[config.mk]
export PLATFORM = sky130hd
export DESIGN_NAME = bank_gate
export DESIGN_NICKNAME = d
export VERILOG_FILES = /design/src/rtl/bank_gate_pkg.sv /design/src/rtl/bank_gate_match.sv /design/src/rtl/bank_gate_class.sv /design/src/rtl/bank_gate_pipe.sv /design/src/rtl/bank_gate.sv
export SDC_FILE = /design/constraint.sdc
export NUM_CORES = 1
export LEC_CHECK = 0
export ABC_CLOCK_PERIOD_IN_PS = 800
export BUFFER_PORTS_ARGS = -buffer_cell sky130_fd_sc_hd__buf_4
export CAP_MARGIN = 20
export CORE_AREA = 2 2 39 41
export DETAILED_ROUTE_END_ITERATION = 10
export DIE_AREA = 0 0 41 43
export PLACE_DENSITY = 0.36
export REMOVE_ABC_BUFFERS = 1
export SLEW_MARGIN = 20
export SYNTH_ARGS = -nofsm -noshare
export SYNTH_HDL_FRONTEND = slang
export SYNTH_SLANG_ARGS = --single-unit
[constraint.sdc]
create_clock -name clk -period 0.8 [get_ports clk]
set_input_delay 0.08 -clock clk [delete_from_list [all_inputs] [get_ports clk]]
set_output_delay 0.08 -clock clk [all_outputs]
set_load 0.05 [all_outputs]
[src/rtl/bank_gate_pkg.sv]
package bank_gate_pkg;

   typedef enum logic [1:0] {
      K_BANKOFF = 2'b00,
      K_DESEL   = 2'b01,
      K_READ    = 2'b10,
      K_WRITE   = 2'b11
   } kind_t;

   localparam int unsigned MAX_OUT_LAT = 8;

endpackage

[src/rtl/bank_gate_match.sv]
module bank_gate_match #(
   parameter int unsigned N_PROG = 2
) (
   input  logic [N_PROG-1:0] strap_pol,
   input  logic [N_PROG-1:0] bank_en,
   output logic              hit
);

   logic [N_PROG-1:0] agree;

   genvar gi;
   generate
      for (gi = 0; gi < N_PROG; gi++) begin : g_bit
         // a strap of 1 makes the enable active high, a strap of 0 active low
         assign agree[gi] = (bank_en[gi] == strap_pol[gi]);
      end
   endgenerate

   assign hit = &agree;

endmodule

[src/rtl/bank_gate_class.sv]
module bank_gate_class
   import bank_gate_pkg::*;
(
   input  logic  clk,
   input  logic  rst_n,
   input  logic  ld_n,
   input  logic  hit,
   input  logic  dev_en_n,
   input  logic  wr_n,
   output kind_t kind
);

   kind_t kind_nxt;

   always_comb begin
      kind_nxt = kind;
      if (!ld_n) begin
         if (!hit)          kind_nxt = K_BANKOFF;
         else if (dev_en_n) kind_nxt = K_DESEL;
         else if (wr_n)     kind_nxt = K_READ;
         else               kind_nxt = K_WRITE;
      end
   end

   always_ff @(posedge clk or negedge rst_n) begin
      if (!rst_n) kind <= K_BANKOFF;
      else        kind <= kind_nxt;
   end

endmodule

[src/rtl/bank_gate_pipe.sv]
module bank_gate_pipe #(
   parameter int unsigned OUT_LAT = 1
) (
   input  logic clk,
   input  logic rst_n,
   input  logic dq_in,
   input  logic cq_in,
   output logic dq_out,
   output logic cq_out
);

   generate
      if (OUT_LAT == 1) begin : g_single
         always_ff @(posedge clk or negedge rst_n) begin
            if (!rst_n) begin
               dq_out <= 1'b0;
               cq_out <= 1'b0;
            end else begin
               dq_out <= dq_in;
               cq_out <= cq_in;
            end
         end
      end else begin : g_chain
         logic [OUT_LAT-1:0] dq_sr;
         logic [OUT_LAT-1:0] cq_sr;
         always_ff @(posedge clk or negedge rst_n) begin
            if (!rst_n) begin
               dq_sr <= '0;
               cq_sr <= '0;
            end else begin
               dq_sr <= {dq_sr[OUT_LAT-2:0], dq_in};
               cq_sr <= {cq_sr[OUT_LAT-2:0], cq_in};
            end
         end
         assign dq_out = dq_sr[OUT_LAT-1];
         assign cq_out = cq_sr[OUT_LAT-1];
      end
   endgenerate

endmodule

[src/rtl/bank_gate.sv]
module bank_gate
   import bank_gate_pkg::*;
#(
   parameter int unsigned N_PROG  = 2,
   parameter int unsigned OUT_LAT = 1
) (
   input  logic              clk,
   input  logic              rst_n,
   input  logic [N_PROG-1:0] strap_pol,
   input  logic [N_PROG-1:0] bank_en,
   input  logic              dev_en_n,
   input  logic              ld_n,
   input  logic              wr_n,
   output logic              hit_o,
   output logic [1:0]        kind_o,
   output logic              dq_oe,
   output logic              cq_oe
);

   generate
      if (N_PROG < 1) begin : g_bad_nprog
         $error("bank_gate: N_PROG must be at least 1");
      end
      if (OUT_LAT < 1 || OUT_LAT > MAX_OUT_LAT) begin : g_bad_lat
         $error("bank_gate: OUT_LAT out of range");
      end
   endgenerate

   kind_t kind;
   logic  drive_data;
   logic  drive_echo;

   bank_gate_match #(.N_PROG(N_PROG)) u_match (
      .strap_pol (strap_pol),
      .bank_en   (bank_en),
      .hit       (hit_o)
   );

   bank_gate_class u_class (
      .clk      (clk),
      .rst_n    (rst_n),
      .ld_n     (ld_n),
      .hit      (hit_o),
      .dev_en_n (dev_en_n),
      .wr_n     (wr_n),
      .kind     (kind)
   );

   // data floats on everything except reads; echo clocks stop only on bank-off
   assign drive_data = (kind == K_READ);
   assign drive_echo = (kind != K_BANKOFF);

   bank_gate_pipe #(.OUT_LAT(OUT_LAT)) u_pipe (
      .clk    (clk),
      .rst_n  (rst_n),
      .dq_in  (drive_data),
      .cq_in  (drive_echo),
      .dq_out (dq_oe),
      .cq_out (cq_oe)
   );

   assign kind_o = kind;

endmodule

======== Word-level counts from Yosys, hierarchy flattened ========
Index checks and enable logic that the tools add are counted.
word-level totals
  ROM bits ................................ 0
  bits of input ports ..................... 9
  RAM bits ................................ 0
  memories ................................ 0
  bits in registers ....................... 4
  output and inout bits ................... 5
  latch bits .............................. 0
  word-level logic and storage cells ...... 11
cells by class
  multiply operators ...................... 0
  muxes and demuxes ....................... 3
  bitwise logic cells ..................... 0
  divide/modulo/power cells ............... 0
  shifts and indexed selects .............. 0
  reductions and logical operators ........ 2
  add/sub/neg operators ................... 0
  $lt $le $gt $ge ......................... 0
  equal/unequal tests ..................... 3
operators with widths
  kind                number
  $mux 2              2
  $eq 1x1->1          2
  $eq 2x2->1 const B  1
  $reduce_and 2->1    1
  $reduce_bool 2->1   1
  $mux 1              1

======== Longest topological paths before layout ========
Gate-level depths: netlist of run 1.
  word-level depth ........................ 3
  mapped depth ............................ 2
  mapped depth without buffers ............ 2

======== Cells and area by module ========
From an unflattened synthesis of run 1, not the netlist that was laid out.
second synthesis, totals
  cells, all modules ...................... 16
  area, all modules ....................... 173.9 µm²
by module, submodules not included
  module           instances  area each (µm²)  cells each  seq. area each (µm²)
  bank_gate_class  1          90.1             9           50.0
  bank_gate_pipe   1          50.0             2           50.0
  bank_gate_match  1          21.3             3           0.0
  bank_gate        1          12.5             2           0.0

======== Least setup slack after synthesis of run 1 ========
OpenSTA, ideal clock, no wires.
  kind .................................... register to register
  start ................................... reg u_class.kind[1]
  end ..................................... reg u_pipe.cq_out
  library setup time ...................... 0.127 ns
  stages on the path, launching flop included .. 2
  clock period less this slack ............ 1.033 ns
  arrival time ............................ 0.906 ns
  path slack .............................. -0.233 ns
  required time ........................... 0.673 ns
  path buffers ............................ 0
  cell sequence ........................... dfrtp_1 > or2_2
between the ends
  longest elaborated chain between the ends .. 1
RTL lines
  what                      RTL line               RTL
  start: declaration        bank_gate_class.sv:10  output kind_t kind
  start signal: assignment  bank_gate_class.sv:27  else kind <= kind_nxt;
  $reduce_bool 2->1         bank_gate.sv:51        assign drive_echo = (kind != K_BANKOFF);
  net drive_echo            bank_gate.sv:31        logic drive_echo;
  end signal: assignment    bank_gate_pipe.sv:20   cq_out <= cq_in;
  end: declaration          bank_gate_pipe.sv:9    output logic cq_out
The timed path passes the listed nets, and every way through them passes these cells.
A chain may end at the register's enable or synchronous reset.

======== Worst setup path in the final report of run 1 ========
  start ................................... reg u_class.kind[0]
  end ..................................... out kind_o[0]
RTL lines
  what              RTL line         RTL
  end: declaration  bank_gate.sv:15  output logic [1:0] kind_o,
No word-level cell between the ends.

==> flow_summary.ini, run 1 <==
[logic_synthesis]
synth_cell_types = 7
netlist_area_um2 = 180.2
seq_area_frac_synth_pct = 55.56
avgSynthCellArea_um2 = 12.87
synthFlopType = dfrtp_1
synth_top_cell_area_share_pct = 55.56
yosysTopAreaCell = dfrtp_1
synthArstFlopShare_pct = 100.0
synth_cells = 14
synth_edf_count = 0
synth_common_cells = 4 x dfrtp_1, 2 x nand2_1, 2 x nor2b_1, 2 x o41ai_2, 2 x xor2_1
yosys_warnings = 0
ys_ff_latch = 4
synthTopCellsByArea = dfrtp_1 56%, o41ai_2 18%, xor2_1 9.7%, nor2b_1 6.9%, nand2_1 4.2%
synth_most_common_cell = dfrtp_1

[placement]
dp_cells = 44
gp_congestion = 0.6653
io_buffers = 13
post-place-ws_ns = -0.02578
placed_cell_area_um2 = 305.3
dp_hpwl_um = 355.2

[critical_path]
arrival_ns = 0.78
crit_chain = buf_6
crit_path_max_incr_delay_ns = 0.39
cp.depth = 1
start_kind = register
reg2reg_depth = 1
end_kind = primary output
crit_fanout = 3
path_class = reg2out
crit_buf_inv = 1
path_delay_family = flip-flops
cp.required_ns = 0.72
cp_slowest_cell = dfrtp_1

[clocking]
path_clk_slew_ns = 0.04
insertion_delay_ns = 0.23
cts_buffers = 3
clockBufferDepth = 2
cts_tree = built
root_buffer = clkbuf_4
numClockSinks = 4
cts_max_level = 1

[status]
violations = negative setup slack
status = finished, violations left

[sta]
grt_setup_unrepaired = true
layout_min_cycle_time_ns = 0.8630
slew_viol_final = 0
period_share_pct = 107.9
finClkSkew_ns = 0.0006219
fmax_ghz = 1.159
max_slew_margin_pct = 84.08
final-setup-viol-count = 5
max_slew.worst_pin.slew_ns = 0.2363
setup_slack_ns = -0.06299
hold_viol = 0

[global_routing]
grt_usage_pct = 6.647
grt_pass1_vias = 204
overflow = 0
grt_max_degree = 5
antenna_found_initial = 0
grt_pass1_wl_um = 690

[floorplan]
io_pins = 14
start_util_pct = 13.02
dieArea_um2 = 1763
num_rows = 14
die_h_um = 43
fp.dieW_um = 41
core-area_um2 = 1384

[pwr]
power_frac_seq_pct = 32.0
sw_frac_of_total_pct = 31.88
p_clk_share_pct = 32.2
powerDensity_nw_per_um2 = 1937
p_int_w = 0.0005068
ir_drop_uv = 473.8
p_total_w = 0.0007440
power_frac_comb_pct = 35.9
switching_power_w = 0.0002372
leakage_nw = 0.1925

[routing]
drc = 0
post_drt_via_cell_ratio = 3.551
ant_nets = 0
via_count = 174
drtPass1Iterations = 2
wirelength_um = 431
wire_per_inst_um = 8.796
drt_iter0_markers = 1

[layout]
nets = 44
layout-drive-gt1-share_pct = 75.76
n_antenna_cell = 0
final_area_um2 = 384.1
instances_no_fill = 49
syn_to_final_growth_pct = 113.2

[flow_run]
cap_violations = 0

[worst_hold_path]
hold_path_class = in2reg
hold_depth = 2
[cells in the final DEF, fill, tap and decap left out]
cell	instances
buf_4	10
buf_6	5
clkbuf_4	3
dfrtp_1	4
dlygate4sd3_1	1
nand2_2	2
nor2_1	1
nor2b_1	2
o41ai_2	2
or2_2	1
xor2_2	2
[flip-flops by register name, summed over array words and instances (netlist names)]
| name | cells |
|---|---|
| u_pipe.dq_out | 1 |
| u_class.kind | 2 |
| u_pipe.cq_out | 1 |
[cell families after synthesis]
family | count (synthesis) | share of synthesized area [%]
xor gates and xnor gates | 2 | 9.724
AOI/OAI and AO/OA | 2 | 18.05
DFF | 4 | 55.56
and+or+nand+nor | 6 | 16.67
[final cells by class]
cell class                      instances  area [um^2]
Clock buffer                            3        22.52
Fill cell                             144        999.7
Multi-Input combinational cell         10        100.1
Sequential cell                         4        100.1
Tap cell                               16        20.02
Timing Repair Buffer                   16        141.4
[metrics by stage]
| step | util [%] | hold WS (ns) | TNS (ns) |
|---|---|---|---|
| floorplan | - | -0.2156 | -0.7623 |
| global placement | 22.06 | -0.1239 | -0.04711 |
| detailed placement | 22.06 | -0.1230 | -0.04560 |
| CTS | 27.31 | 0.05020 | -0.2173 |
| global route | 27.76 | 0.05214 | -0.3484 |
| finish | 27.76 | 0.05466 | -0.1654 |
[power by group through the flow]
| stage | registers [W] | logic [W] | clock network (W) |
|---|---|---|---|
| 6_report | 0.000238 | 0.000267 | 0.000239 |
| 5_1_grt | 0.000240 | 0.000282 | 0.000273 |
| 4_1_cts | 0.000238 | 0.000264 | 0.000253 |
| 3_5_place_dp | 0.000238 | 0.000228 | 0 |
| 3_3_place_gp | 0.000238 | 0.000226 | 0 |
| 2_1_floorplan | 0.000312 | 0.0000583 | 0 |
[routing by layer]
layer / share of wire (%) / track usage, % / vias to the layer above
met3: 17 / 3.665 / 0
met4: 0 / 8.000 / 0
met5: 0 / 0 / -
li1: - / - / 84
met1: 35 / 4.545 / 76
met2: 47 / 10.31 / 14
[repair_timing]
action	CTS	global route
gates resized for setup	7	2
buffers inserted	1	0
endpoints found under the setup margin	6	8
hold buffers	1	0
hold endpoints to repair	4	0
[final timing paths]
| check | start | end | slack, ns |
|---|---|---|---|
| hold reg to reg | u_class.kind[1] | u_pipe.cq_out | 0.52 |
| setup / recovery | u_class.kind[0] | kind_o[0] | -0.06 |
| setup reg to reg | u_class.kind[1] | u_pipe.cq_out | 0 |
| hold / removal | dev_en_n | u_class.kind[1] | 0.05 |
| min in group asynchronous | rst_n | u_class.kind[1] | 0.19 |
| max in group asynchronous | rst_n | u_pipe.cq_out | 0.51 |
No activity file was read; power rests on OpenSTA's default activity.
==> run 2: changes to the inputs <==
Settings changed: BUFFER_PORTS_ARGS -buffer_cell sky130_fd_sc_hd__buf_4 to default, DONT_BUFFER_PORTS from default to 1, PLACE_DENSITY 0.36 to 0.3.
==> run 2 against run 1 <==
  * The flow finishes with violations (negative hold slack, negative setup slack)
  * Non-clock buffer count fell by 5
  * Clock skew rose by 0.0033 ns
  * Clock-buffer cell count did not move
  * Cell area fell by 3.3%
  * Die area did not move
  * Total power rose by 5.3%
  * Final cell count fell by 10%
  * Combinational power rose by 7.9%
  * Clock power rose by 6%
  * Global-route usage rose by 0.60 points
  * Critical endpoint unchanged
  * Largest power group unchanged
==> flow_summary.ini, run 2 (synthesis results as in run 1) <==
[floorplan]
io_pins = 14
num_rows = 14
start_util_pct = 13.02
fp.dieW_um = 41
core-area_um2 = 1384
die_h_um = 43
dieArea_um2 = 1763

[sta]
setup_slack_ns = -0.1544
finClkSkew_ns = 0.003885
slew_viol_final = 0
period_share_pct = 119.3
final-setup-viol-count = 5
max_slew.worst_pin.slew_ns = 0.3047
layout_min_cycle_time_ns = 0.9544
fmax_ghz = 1.048
totalNegativeSetupSlack_ns = -0.4586
hold_viol = 1
max_slew_margin_pct = 79.62
holdWs_ns = -0.05092
grt_setup_unrepaired = true

[critical_path]
cp-endpoint = kind_o[0]
crit_fanout = 2
arrival_ns = 0.87
path_class = reg2out
cp.required_ns = 0.72
end_kind = primary output
start_kind = register
timing.rr.start = u_class.kind[0]
r2r-end = u_pipe.cq_out
reg2reg_depth = 2
r2r_slack_ns = -0.10
critical_path.startpoint = u_class.kind[0]

[routing]
drc = 0
drtPass1Iterations = 2
ant_nets = 0
post_drt_via_cell_ratio = 3.864
wirelength_um = 433
wire_per_inst_um = 9.841
drt_iter0_markers = 1
via_count = 170

[global_routing]
grt_max_degree = 5
overflow = 0
grt_usage_pct = 7.251
grt_pass1_vias = 200
antenna_found_initial = 0
grt_pass1_wl_um = 738

[status]
violations = negative hold slack, negative setup slack
status = finished, violations left

[worst_hold_path]
hold_depth = 1
hold_path_class = in2reg

[clocking]
clockBufferDepth = 2
cts_tree = built
path_clk_slew_ns = 0.04
insertion_delay_ns = 0.24
numClockSinks = 4
root_buffer = clkbuf_4
cts_max_level = 1
cts_hold_buf = 2
cts_buffers = 3

[layout]
n_antenna_cell = 0
layout_common_cells = 4 x dfrtp_1, 3 x clkbuf_4, 3 x buf_4, 3 x buf_12, 3 x buf_6
fin_util_pct = 26.85
layout-drive-gt1-share_pct = 60.71
regMostFlops = u_class.kind
largest_reg_flops = 2
top_regs = u_class.kind x2, u_pipe.cq_out x1, u_pipe.dq_out x1
final_common_cell = dfrtp_1
nets = 39
syn_to_final_growth_pct = 106.2

[pwr]
leakage_nw = 0.1907
ir_drop_uv = 1183
powerDensity_nw_per_um2 = 2109

[placement]
post-place-ws_ns = -0.009567
gp_congestion = 0.6375
io_buffers = 0

[flow_run]
cap_violations = 0
[run 2: how the worst min path moves through the flow]
stage,startpoint,endpoint,slack [ns]
6_report,dev_en_n,u_class.kind[1],-0.05
5_1_grt,dev_en_n,u_class.kind[1],-0.07
4_1_cts,dev_en_n,u_class.kind[1],-0.06
3_5_place_dp,rst_n,u_pipe.dq_out,-0.22
3_3_place_gp,rst_n,u_pipe.dq_out,-0.22
2_1_floorplan,rst_n,u_class.kind[0],-0.22
[run 2: layer usage]
layer	vias to the layer above	part of all wire (%)	global-route usage (%)	routed length, um
li1	77	-	-	-
met1	77	38	5.195	164
met2	16	45	9.688	194
met3	0	17	9.948	74
met4	0	0	4.000	0
met5	-	0	0	0
[run 2: cell type report]
cell class / count / area, um^2
timing repair buffer: 11 / 138.9
tap: 16 / 20.02
multi-input combinational: 10 / 90.09
sequential: 4 / 100.1
clock buffer: 3 / 22.52
fill: 145 / 1012
[run 2: timing repair]
| item | in CTS | in global routing |
|---|---|---|
| buffers inserted | 3 | 0 |
| hold endpoints to repair | 6 | 1 |
| resized for setup | 2 | 5 |
| setup endpoints to repair | 5 | 8 |
| pin swaps | 0 | 1 |
[run 2: power breakdown]
part	total (W)	switching (W)	internal (W)	leakage, nW
logic	0.000288	0.000149	0.000139	0.124
registers	0.000242	0.0000175	0.000225	0.0531
clock network	0.000254	0.0000860	0.000168	0.0138
[run 2: critical path, cell delays in order, from the launching register on]
cell	delay [ns]
dfrtp_1	0.38
buf_6	0.13
buf_12	0.13
[run 2: per-stage QoR]
step | total power [W] | cells | area (um^2)
after floorplan | 0.0003705 | 14 | 180.2
after global placement | 0.0004799 | 36 | 282.8
final | 0.0007837 | 44 | 371.6
after CTS | 0.0007890 | 44 | 355.3
after detailed placement | 0.0004825 | 36 | 282.8
after global routing | 0.0008382 | 44 | 371.6
